<file path="config.mk">
export PLATFORM = sky130hd
export DESIGN_NAME = elirq_latch
export DESIGN_NICKNAME = d
export VERILOG_FILES = /design/src/rtl/elirq_pkg.sv /design/src/rtl/elirq_line_slice.sv /design/src/rtl/elirq_trig_reg.sv /design/src/rtl/elirq_latch.sv
export SDC_FILE = /design/constraint.sdc
export NUM_CORES = 1
export LEC_CHECK = 0
export ABC_AREA = 1
export BUFFER_PORTS_ARGS = -buffer_cell sky130_fd_sc_hd__buf_4
export CORE_ASPECT_RATIO = 0.5
export CORE_MARGIN = 4
export CORE_UTILIZATION = 54
export CTS_CLUSTER_DIAMETER = 150
export DETAILED_ROUTE_END_ITERATION = 10
export GPL_ROUTABILITY_DRIVEN = 0
export PLACE_DENSITY = 0.84
export SETUP_SLACK_MARGIN = 0.15
export SLEW_MARGIN = 40
export SYNTH_ARGS = -nofsm -noshare
export SYNTH_HDL_FRONTEND = slang
export SYNTH_SLANG_ARGS = --single-unit
export TNS_END_PERCENT = 10
</file>
<file path="constraint.sdc">
create_clock -name clk -period 2.1 [get_ports clk]
set_input_delay 0.105 -clock clk [delete_from_list [all_inputs] [get_ports clk]]
set_output_delay 0.105 -clock clk [all_outputs]
set_load 0.01 [all_outputs]
</file>
<file path="src/rtl/elirq_pkg.sv">
package elirq_pkg;
  localparam int LINES = 8;
  localparam int IDX_W = $clog2(LINES);
  typedef logic [LINES-1:0] lvec_t;

  function automatic lvec_t wmask_for(input bit primary);
    return primary ? lvec_t'(8'hF8) : lvec_t'(8'hDE);
  endfunction
endpackage

</file>
<file path="src/rtl/elirq_line_slice.sv">
module elirq_line_slice (
  input  logic clk,
  input  logic rst,
  input  logic line_i,
  input  logic level_i,
  input  logic mask_i,
  input  logic ack_i,
  input  logic reinit_i,
  output logic irr_o,
  output logic ev_new_o,
  output logic ev_coal_o,
  output logic ev_mask_o,
  output logic drop_o
);
  logic last_q;
  logic rise;

  assign rise = line_i & ~last_q;

  always_ff @(posedge clk) begin
    if (rst) begin
      last_q    <= 1'b0;
      irr_o     <= 1'b0;
      ev_new_o  <= 1'b0;
      ev_coal_o <= 1'b0;
      ev_mask_o <= 1'b0;
      drop_o    <= 1'b0;
    end else begin
      ev_new_o  <= 1'b0;
      ev_coal_o <= 1'b0;
      ev_mask_o <= 1'b0;
      drop_o    <= 1'b0;
      if (reinit_i) begin
        last_q <= 1'b0;
        irr_o  <= irr_o & level_i;
        drop_o <= irr_o & ~level_i;
      end else begin
        last_q <= line_i;
        if (level_i)   irr_o <= line_i;
        else if (rise) irr_o <= 1'b1;
        else if (ack_i) irr_o <= 1'b0;
        if (rise) begin
          if (mask_i)     ev_mask_o <= 1'b1;
          else if (irr_o) ev_coal_o <= 1'b1;
          else            ev_new_o  <= 1'b1;
        end
      end
    end
  end

  p_level_follow_r2: assert property (@(posedge clk) disable iff (rst)
    (level_i && !reinit_i) |=> (irr_o == $past(line_i)));
  p_edge_hold_r4: assert property (@(posedge clk) disable iff (rst)
    (!level_i && !reinit_i && !ack_i && irr_o) |=> irr_o);
  p_one_event_r5: assert property (@(posedge clk) disable iff (rst)
    $onehot0({ev_new_o, ev_coal_o, ev_mask_o}));
  p_ack_clear_r6: assert property (@(posedge clk) disable iff (rst)
    (ack_i && !level_i && !reinit_i && !rise) |=> !irr_o);
  p_reinit_keep_r8: assert property (@(posedge clk) disable iff (rst)
    (reinit_i && level_i) |=> (irr_o == $past(irr_o)));
endmodule

</file>
<file path="src/rtl/elirq_trig_reg.sv">
module elirq_trig_reg
  import elirq_pkg::*;
#(
  parameter lvec_t WMASK = lvec_t'(8'hF8)
) (
  input  logic  clk,
  input  logic  rst,
  input  logic  we_i,
  input  lvec_t wdata_i,
  output lvec_t mode_o
);
  always_ff @(posedge clk) begin
    if (rst)       mode_o <= '0;
    else if (we_i) mode_o <= wdata_i & WMASK;
  end

  p_hold_r7: assert property (@(posedge clk) disable iff (rst)
    !we_i |=> $stable(mode_o));
  p_write_r7: assert property (@(posedge clk) disable iff (rst)
    we_i |=> (mode_o == ($past(wdata_i) & WMASK)));
endmodule

</file>
<file path="src/rtl/elirq_latch.sv">
module elirq_latch
  import elirq_pkg::*;
#(
  parameter bit IS_PRIMARY = 1'b1
) (
  input  logic             clk,
  input  logic             rst,
  input  logic [LINES-1:0] line_i,
  input  logic [LINES-1:0] imr_i,
  input  logic             ack_valid_i,
  input  logic [IDX_W-1:0] ack_idx_i,
  input  logic             reinit_i,
  input  logic             trig_we_i,
  input  logic [LINES-1:0] trig_wdata_i,
  output logic [LINES-1:0] irr_o,
  output logic [LINES-1:0] trig_mode_o,
  output logic [LINES-1:0] ev_new_o,
  output logic [LINES-1:0] ev_coal_o,
  output logic [LINES-1:0] ev_masked_o,
  output logic [LINES-1:0] dropped_o
);
  localparam lvec_t WMASK = wmask_for(IS_PRIMARY);

  lvec_t ack_hit;

  always_comb begin
    ack_hit = '0;
    if (ack_valid_i) ack_hit[ack_idx_i] = 1'b1;
  end

  elirq_trig_reg #(.WMASK(WMASK)) u_trig (
    .clk     (clk),
    .rst     (rst),
    .we_i    (trig_we_i),
    .wdata_i (trig_wdata_i),
    .mode_o  (trig_mode_o)
  );

  for (genvar g = 0; g < LINES; g++) begin : g_line
    elirq_line_slice u_slice (
      .clk       (clk),
      .rst       (rst),
      .line_i    (line_i[g]),
      .level_i   (trig_mode_o[g]),
      .mask_i    (imr_i[g]),
      .ack_i     (ack_hit[g]),
      .reinit_i  (reinit_i),
      .irr_o     (irr_o[g]),
      .ev_new_o  (ev_new_o[g]),
      .ev_coal_o (ev_coal_o[g]),
      .ev_mask_o (ev_masked_o[g]),
      .drop_o    (dropped_o[g])
    );
  end

  p_reset_r1: assert property (@(posedge clk)
    $past(rst) |-> (irr_o == '0 && trig_mode_o == '0 && dropped_o == '0));
  p_no_drop_r8: assert property (@(posedge clk) disable iff (rst)
    !reinit_i |=> (dropped_o == '0));
endmodule

</file>
==> results of run 1 <==
==> cell usage after synthesis (all sizes together) <==
library cell	number	area, um2
inv	50	195
clkinv	1	3.75
nor2	65	348
nor3	5	25.0
dfxtp	53	1060
o21ai	7	35.0
nand2	48	193
nand3	20	140
a21oi	5	25.0
nor4	5	31.3
conb	1	3.75
buf	51	384
==> stage by stage <==
| step | instances | hold WS (ns) | setup WS (ns) | total power, uW | area, um2 |
|---|---|---|---|---|---|
| final | 397 | 0.0350 | 1.08 | 1890 | 2770 |
| after global routing | 397 | 0.0307 | 1.04 | 1970 | 2770 |
| after CTS | 397 | 0.0279 | 1.08 | 1900 | 2770 |
| after detailed placement | 389 | 0.349 | 1.00 | 1360 | 2680 |
| after global placement | 389 | 0.354 | 1.05 | 1350 | 2680 |
| after floorplan | 313 | 0.182 | 1.32 | 1280 | 2450 |
==> kinds of logic after synthesis <==
logic type             after synthesis
buffers and inverters              102
other                                1
AND/OR/NAND/NOR                    143
flip-flops                          53
AO/OA/AOI/OAI                       12
==> worst paths after layout <==
path	start	endpoint	slack, ns	depth (start not counted)
max	u_trig.mode_o[5]	trig_mode_o[5]	1.08	1
min	imr_i[2]	g_line[2].u_slice.ev_mask_o	0.03	3
max reg2reg	u_trig.mode_o[5]	g_line[5].u_slice.irr_o	1.20	6
min reg2reg	g_line[3].u_slice.irr_o	g_line[3].u_slice.ev_new_o	0.47	1
==> power by group through the flow <==
stage          clock network [uW]  logic [uW]  registers [uW]
3_5_place_dp                    0         269            1090
2_1_floorplan                   0         198            1080
4_1_cts                       566         270            1070
3_3_place_gp                    0         259            1090
6_report                      552         267            1070
5_1_grt                       602         297            1070
==> state kept, by name, indices dropped and copies added (netlist names) <==
name / count
g_line.u_slice.drop_o: 8
g_line.u_slice.ev_coal_o: 8
g_line.u_slice.ev_mask_o: 8
g_line.u_slice.ev_new_o: 8
g_line.u_slice.irr_o: 8
g_line.u_slice.last_q: 8
u_trig.mode_o: 5
==> cell usage in the layout, fill, tap and decap left out <==
cell type / Yosys / final
sky130_fd_sc_hd__clkbuf_8: 0 / 5
sky130_fd_sc_hd__inv_1: 45 / 45
sky130_fd_sc_hd__a21oi_1: 5 / 5
sky130_fd_sc_hd__clkbuf_1: 0 / 2
sky130_fd_sc_hd__nand2_2: 5 / 5
sky130_fd_sc_hd__nand2_1: 43 / 43
sky130_fd_sc_hd__nor4_1: 5 / 5
sky130_fd_sc_hd__nor2_4: 6 / 6
sky130_fd_sc_hd__nand3_1: 12 / 12
sky130_fd_sc_hd__nor2_8: 3 / 3
sky130_fd_sc_hd__nor2_1: 52 / 52
sky130_fd_sc_hd__clkinv_1: 1 / 1
sky130_fd_sc_hd__conb_1: 1 / 3
sky130_fd_sc_hd__clkinvlp_4: 0 / 1
sky130_fd_sc_hd__nor3_1: 5 / 5
sky130_fd_sc_hd__dfxtp_1: 53 / 53
sky130_fd_sc_hd__inv_8: 1 / 1
sky130_fd_sc_hd__o21ai_0: 7 / 7
sky130_fd_sc_hd__nand3_2: 8 / 8
sky130_fd_sc_hd__buf_4: 49 / 73
sky130_fd_sc_hd__inv_2: 4 / 4
sky130_fd_sc_hd__nor2_2: 4 / 4
==> area by class of cell <==
class / count / area (um2) / share of cell area
timing repair buffer: 73 / 548 / 0.198
clock buffer: 7 / 76.3 / 0.0276
tap: 54 / 67.6 / 0.0244
sequential: 53 / 1060 / 0.383
clock inverter: 1 / 7.51 / 0.00271
multi-input combinational: 158 / 808 / 0.292
inverter: 51 / 199 / 0.0719
==> routing by layer <==
metal / up-vias / routed length (um) / GRT usage
met2: 61 / 2350 / 0.297
met3: 5 / 306 / 0.0488
met1: 805 / 2030 / 0.198
met4: 0 / 38 / 0.0498
li1: 944 / - / -
met5: - / 0 / 0
==> run summary, run 1 <==
The run finished with clean final reports. After synthesis the netlist holds a flip-flop and latch count of 53. The worst clock skew came out at 0.00207 ns. The multiplexer share of the synthesized area is 0.

Of the total power, registers draw 0.566. VDD sags by at most 0.285 mV. Together, buffers and inverters on the worst path number 1.

The layout has 361 filler cells. The die footprint is 5730 um2. The vertical extent of the die came out at 55.6 um. The number of sinks handled by clock tree synthesis came out at 53. The number of synthesis warnings is 0. The worst setup path is captured at an output pin.

The tool flagged a number of max-cap violations equal to 0. The later pin in the worst-skew pair is clocked with a latency of 0.30 ns. The setup TNS after final layout came out at 0 ns. The count of unique library cells instantiated by Yosys came out at 21. The cell at the root of the clock tree is sky130_fd_sc_hd__clkbuf_8.

For this run, the share of the core covered by cells in the final layout is 0.671. The kind of path behind the tightest hold check is primary input to register. The core region area is 4120 um2. The first-pass detailed-route iteration total came out at 4. The setup-violating endpoint count in the final report is 0.

In the final layout, the share of cells above drive strength 1 is 0.321. The detailed-placement wirelength estimate is 3750 um. After global routing the overflow that remains totals 0. The die width came out at 103 um. The violation count after the first detailed-routing iteration came out at 110. The total leakage power came out at 0.00140 uW.

The post-route clock period utilization came out at 0.485. Grouping stages by cell kind, the critical path spends the most delay in flip-flops. Compared with the post-synthesis result, the final layout area differs by 13.2%.

The number of buffers added on ports came out at 73. In this run the remaining antenna-violating nets after routing total 0. Setup repair after global routing left no endpoint under its margin.

Dividing the detail-routed wire length by the instance count gives 11.9 um. The number of buffers inserted by post-CTS setup repair came out at 0. The number of antenna violations at the first check in global routing is 0. Of the total synthesized cell area, the portion taken by full adders, half adders and majority gates is 0. Data on the critical path is required at its endpoint by 2.00 ns. The TritonCTS clock tree is yes. The share of the synthesized area in compound gates (AO/OA/AOI/OAI) is 0.0246. For this block, the routed nets add up to 4720 um of wire. The antenna diode count is 0.

The net count of the finished layout came out at 374. On the worst path, the slowest cell contributes a delay of 0.45 ns. The synthesized-area fraction occupied by and/or/nand/nor cells came out at 0.301.

The number of max-slew violations in the final report is 0. The power share of the combinational group came out at 0.142. The post-route DRC violation count is 0.

The power per cell area is 682 nW/um2. After floorplanning, the core was divided into 16 placement rows. The total net switching power is 495 uW. The critical path goes through buf_4. The starting density of the core came out at 0.593. The number of buffers created by CTS came out at 5. Entering global routing, the biggest net connects 23 pins.

The clock passes through at most 2 buffers. The global-route wire length before repair came out at 7600 um. The clock transition at the register clock pins on the worst setup and hold paths after CTS is 0.09 ns. The total global routing track utilization came out at 0.169. The kind of start point of the critical path is a register. The cell type of the slowest stage on the worst timing path is sky130_fd_sc_hd__dfxtp_1.

The final count of hold timing violations was 0. Of the total synthesized cell area, the portion taken by XOR and XNOR cells is 0. The H-tree was split into 2 levels.

Of the total power, the share spent switching nets is 0.262. The cell-internal power came out at 1390 uW. The detailed-route via count is 1815. Averaged over all synthesized cells, the footprint is 7.86 um2. The share of power burned in the clock network is 0.292. By area, the combinational part of the netlist is dominated by simple AND/OR/NAND/NOR gates. The register area share after synthesis is 0.434. The top fanout value on the critical path came out at 5. The worst setup path is of the register to output pin kind. The number of ports placed on the die boundary is 80. In this run, post-CTS hold repair placed 0 buffers. The maximum operating frequency is 981 MHz. The minimum clock period after layout is 1.02 ns. The data arrival time of the worst path is 0.91 ns. The synthesized instance count is 311.

The vias per cell came out at 4.57. The via count of the first global-routing pass is 1740. The post-cts repair resize count is 0. The synthesized netlist occupies a cell area of 2440 um2.
No activity file was read; power rests on OpenSTA's default activity.
==> inputs of run 2 (changes only) <==
- CORE_UTILIZATION: 54 -> 50
- PLACE_DENSITY: 0.84 -> 0.79
- clock period: 2.1 -> 0.99 ns (I/O delays scaled with it)
==> run summary, run 2 (synthesized netlist as in run 1, its figures left out) <==
The number of buffers created by CTS is 5. The number of max-slew violations in the final report is 0. The vertical extent of the die is 57.4 um. After detailed placement, the total cell area comes to 2730 um2. The largest stage delay on the critical path is 0.36 ns.

The final count of hold timing violations came out at 0. The violation count after the first detailed-routing iteration is 69. The number of sinks handled by clock tree synthesis is 53. Setup violations remaining at the end of the flow were counted as 0. The startpoint identified for the worst register-to-register timing path is u_trig.mode_o[3]. The analysis attributes to cell leakage a power of 0.00145 uW. The final routed wire length divided by cell count is 11.8 um. The number of ports placed on the die boundary came out at 80. The count of antenna-violating nets left after detailed routing came out at 0. The overflow left after global routing came out at 0. The core region area came out at 4550 um2.

The worst setup slack for register-to-register paths came out at 0.06 ns. The vias per cell is 4.47. The final cell area excluding filler cells came out at 2900 um2. The area of the multi-input gates came out at 821 um2. The top fanout value on the critical path is 5.

The starting density of the core came out at 0.537. In the final design database the tool counted 382 nets. The area of all sequential standard cells came out at 1080 um2. The share of final-layout standard cells stronger than drive strength 1 is 0.379. From left edge to right edge, the die measures 107 um. The tree is rooted in a sky130_fd_sc_hd__clkbuf_8.

The most frequent standard cell in the layout excluding fill and tap cells is sky130_fd_sc_hd__buf_4. The worst hold path begins at imr_i[0]. The number of buffers added on ports is 73. Summed over all layers, the routed wires come to 4940 um. The flow ran to the end, and the final reports show no timing, DRC or antenna violations. The worst clock skew came out at 0.00929 ns. The filler-free cell count of the finished design is 417. For hold timing, the worst endpoint is g_line[0].u_slice.ev_mask_o.

The capturing element type of the critical path is a register. In this run the worst hold path is classified as primary input to register. The maximum level of the CTS H-tree came out at 2. The post-route clock period utilization came out at 0.937.

The minimum clock period after layout came out at 0.928 ns. The clock transition at the register clock pins on the worst setup and hold paths after CTS is 0.09 ns. The insertion delay to the later sink of the worst-skew pair is 0.30 ns. The kind of start point of the critical path is a register.

TritonCTS built the clock tree. Setup repair after global routing could not meet its margin everywhere. The number of cells traversed by the worst register-to-register path came out at 5.

The site row count came out at 17. The data arrival time of the worst path is 1.17 ns. In this run the deepest clock path goes through 2 buffers. The count of placed standard cells including taps is 404. The die footprint is 6140 um2. The tool flagged a number of max-cap violations equal to 0.

The number of antenna violations at the first check in global routing is 0. The power per cell area came out at 1390 nW/um2. For this run, design rule violations remaining after detail routing come to 0.

The global-route wire length before repair came out at 8050 um. The detailed-route via count is 1866. The setup TNS after final layout came out at 0 ns. Setup slack closes at 0.0621 ns. Walking the worst path, the cells encountered are nor2_1 > nand2_1 > nor2_1 > nor2_1 > nor2_1. The signed area change from the synthesized netlist to the final layout came out at 18.7%. The via count of the first global-routing pass came out at 1795. The maximum operating frequency is 1080 MHz. Entering global routing, the biggest net connects 16 pins. For this design, the slowest cell found on the critical path is sky130_fd_sc_hd__dfxtp_2. The critical path's most frequent cell is sky130_fd_sc_hd__nor2_1. The first-pass detailed-route iteration total came out at 4.

The worst slack after detailed placement is 0.0803 ns. In this run the critical register-to-register path is captured at g_line[3].u_slice.irr_o. The worst ir drop on vdd came out at 0.651 mV.

In the layout the commonest cells are 76 x sky130_fd_sc_hd__buf_4, 51 x sky130_fd_sc_hd__nor2_1, 42 x sky130_fd_sc_hd__inv_1, 41 x sky130_fd_sc_hd__nand2_1, 40 x sky130_fd_sc_hd__dfxtp_1. The antenna diode count came out at 0. The worst hold path cell count came out at 3. The detailed-placement wirelength estimate came out at 3730 um. Across every metal layer, demand over resource in global routing totals 0.164.

The number of filler cells placed in the layout came out at 411. The data required time of the worst path came out at 1.23 ns. By startpoint and endpoint, the worst setup path is classified as register to register.
-- run 2: cell types whose count changed in the layout (fill, tap and decap cells not counted) --
cell	before	now
sky130_fd_sc_hd__dlygate4sd3_1	0	4
sky130_fd_sc_hd__dfxtp_2	0	10
sky130_fd_sc_hd__inv_1	45	42
sky130_fd_sc_hd__nor2_1	52	51
sky130_fd_sc_hd__nand2_2	5	7
sky130_fd_sc_hd__buf_12	0	1
sky130_fd_sc_hd__dfxtp_1	53	40
sky130_fd_sc_hd__buf_4	73	76
sky130_fd_sc_hd__inv_2	4	7
sky130_fd_sc_hd__nand2_1	43	41
sky130_fd_sc_hd__dfxtp_4	0	3
sky130_fd_sc_hd__nor2_4	6	7
-- run 2: cell type report --
cell class | instances | area share
clock buffers | 7 | 0.0263
well taps | 66 | 0.0285
flip-flops and latches | 53 | 0.374
repair buffers | 81 | 0.217
clock inverters | 1 | 0.00259
inverters | 51 | 0.0686
multi-input cells | 158 | 0.283
-- run 2: metrics by stage --
step	total power (uW)	hold WS, ns	utilization
after floorplan	2720	0.127	-
after global placement	2880	0.296	0.601
after detailed placement	2900	0.303	0.601
after CTS	4070	0.00123	0.630
after global routing	4260	0.00533	0.637
final	4040	0.0105	0.637
-- run 2: worst max-delay path by stage --
stage / startpoint / to / slack [ns] / cells past startpoint
after global routing: u_trig.mode_o[4] / g_line[4].u_slice.irr_o / 0.03 / 6
final: u_trig.mode_o[3] / g_line[3].u_slice.irr_o / 0.06 / 5
after floorplan: u_trig.mode_o[5] / g_line[5].u_slice.irr_o / 0.21 / 6
after CTS: g_line[1].u_slice.irr_o / irr_o[1] / 0.11 / 1
after detailed placement: reinit_i / g_line[3].u_slice.ev_new_o / 0.08 / 6
after global placement: reinit_i / g_line[5].u_slice.ev_coal_o / 0.12 / 6
-- run 2: critical path: cells and delay by family (launching register included) --
kind | cells | cell delay, ns
DFF | 1 | 0.36
and+or+nand+nor | 5 | 0.52
-- run 2: timing repair --
item,4_1_cts,5_1_grt
setup buffers,0,1
gates cloned,0,0
hold endpoints to repair,3,1
endpoints found under the setup margin,18,22
pin swaps,5,5
hold buffers,3,1
gates resized for setup,16,7
-- run 2: metal layers --
layer  up-vias  GRT usage  wire length, um
met2        46      0.284             2440
met5         -          0                0
met1       850      0.195             2140
li1        962          -                -
met3         8     0.0475              287
met4         0     0.0601               72
-- run 2: report_power, final --
group | internal (uW) | switching (uW)
combinational | 275 | 338
sequential | 2210 | 61.6
clock | 501 | 654
==> inputs of run 3 (changes only) <==
- REMOVE_ABC_BUFFERS: default -> 1
==> run summary, run 3 (synthesized netlist as in run 1, its figures left out) <==
The number of buffers created by CTS came out at 5. The number of max-slew violations in the final report is 0. The clock tree synthesis step divided the H-tree into 2 levels. The number of antenna violations at the first check in global routing is 0. Measured along the x axis, the die boundary spans 107 um. The net count of the finished layout is 378. The startpoint identified for the worst hold timing path is imr_i[2]. The antenna diode count came out at 0. The critical path in this run is classified as register to output pin. The combined buffer and inverter count along the critical path came out at 1. The total net switching power came out at 1060 uW. The starting density of the core came out at 0.537. The global-route wire length before repair is 7790 um.

The clock passes through at most 2 buffers. The number of buffers inserted by post-CTS setup repair came out at 0. The initialized floorplan defines 17 standard-cell rows. In this run the clock root is driven by a sky130_fd_sc_hd__clkbuf_8. The share of total power dissipated in the clock network is 0.313. Data on the critical path is required at its endpoint by 0.94 ns. The largest individual stage delay along the critical path comes from the cell sky130_fd_sc_hd__dfxtp_4.

The minimum clock period after layout is 0.878 ns. The portion of total power attributed to sequential cells came out at 0.544. The setup-violating endpoint count in the final report came out at 0. The cell-internal power is 3110 uW. The share of final-layout standard cells stronger than drive strength 1 is 0.398. The max-capacitance violation count came out at 0. The detailed-placement wirelength estimate came out at 3670 um. The largest stage delay on the critical path is 0.40 ns. The critical path starts at u_trig.mode_o[7]. The detailed-route via count is 1838. The number of ports placed on the die boundary came out at 80.

STA classifies the critical path startpoint as a register. The setup TNS after final layout came out at 0 ns. The vertical extent of the die came out at 57.4 um.

The worst clock skew came out at 0.00612 ns. The library cell used most frequently in the layout, excluding fill and tap cells, is sky130_fd_sc_hd__buf_4. In this run the critical register-to-register path is launched from u_trig.mode_o[5]. The worst hold path belongs to the class primary input to register. The number of sinks handled by clock tree synthesis is 53. The power per cell area came out at 1440 nW/um2. For this run, the total global-route usage over all layers was measured as 0.158.

The critical path goes through buf_4. The maximum operating frequency came out at 1140 MHz. The first routing iteration left 97 violations. The switching share of power is 0.255. The core region area came out at 4550 um2. The sum of routed wire length over all layers came out at 4790 um. The TritonCTS clock tree is yes. The vias per cell is 4.45.

The via count of the first global-routing pass came out at 1746. The data arrival time of the worst path is 0.83 ns. The worst setup path is captured at an output pin. For this design the static power due to leakage is 0.00145 uW. The worst ir drop on vdd came out at 0.780 mV. The insertion delay to the later sink of the worst-skew pair came out at 0.30 ns.

In the finished design, the share of the clock period the worst path needs comes to 0.887. Entering global routing, the biggest net connects 16 pins. The first detailed-routing pass took 4 iterations. From synthesis to final layout, the design area changed by 18.3%. The number of buffers added on ports is 73. The overflow left after global routing came out at 0. Setup repair after global routing could not meet its margin everywhere. The count of nets left with antenna violations once routing finished came out at 0. Clock-pin slew was measured on the worst setup and hold paths at 0.09 ns. The final cell area excluding filler cells is 2890 um2.

The post-route worst hold slack came out at 0.00602 ns. In this run the worst path has a maximum fanout of 5. The placed instance area is 2730 um2. Broken down by cell family, the worst path's largest delay share belongs to flip-flops.

In the routed design, unresolved DRC markers number 0. In the layout the commonest cells are 74 x sky130_fd_sc_hd__buf_4, 51 x sky130_fd_sc_hd__nor2_1, 42 x sky130_fd_sc_hd__inv_1, 41 x sky130_fd_sc_hd__nand2_1, 36 x sky130_fd_sc_hd__dfxtp_1. In the final routed layout, each cell accounts on average for 11.6 um.

The final count of hold timing violations is 0. The die footprint is 6140 um2. The power share of the combinational group came out at 0.143.

The run finished with clean final reports.
==> run 3: power groups by stage <==
stage	Combinational, uW	Clock, uW	Sequential [uW]
6_report	598	1310	2270
5_1_grt	663	1420	2280
4_1_cts	593	1340	2270
2_1_floorplan	273	0	2340
3_3_place_gp	567	0	2310
3_5_place_dp	582	0	2310
==> run 3: final cells by class <==
type	instances	area [um2]
multi-input cells	158	826
clock buffers	7	96.3
inverters	51	199
flip-flops and latches	53	1090
well taps	66	82.6
fillers	404	1660
clock inverters	1	5.00
repair buffers	77	596
==> run 3: final timing paths <==
check	end	slack, ns	cells past startpoint
worst min-delay path	g_line[2].u_slice.ev_mask_o	0.006	3
worst max register to register	g_line[5].u_slice.irr_o	0.13	5
worst min register to register	g_line[1].u_slice.ev_new_o	0.43	1
worst max-delay path	trig_mode_o[7]	0.11	1
==> run 3: metal layers <==
layer	GRT usage	wire length [um]	share of wire
met5	0	0	0
met2	0.272	2380	0.50
met1	0.194	2020	0.42
met4	0.0546	74	0.015
met3	0.0418	308	0.064
==> run 3: repair_timing <==
item,4_1_cts,5_1_grt
hold buffers,2,0
endpoints found under the hold margin,2,0
pin swaps,1,6
setup endpoints to repair,18,19
gates resized for setup,19,8
==> run 3: through the flow <==
step | power (uW) | std cells | setup WS (ns) | utilization
2_1_floorplan | 2610 | 262 | 0.171 | -
3_3_place_gp | 2880 | 403 | 0.143 | 0.599
3_5_place_dp | 2900 | 403 | 0.0913 | 0.599
4_1_cts | 4200 | 413 | 0.121 | 0.631
5_1_grt | 4370 | 413 | 0.0514 | 0.635
6_report | 4180 | 413 | 0.112 | 0.635
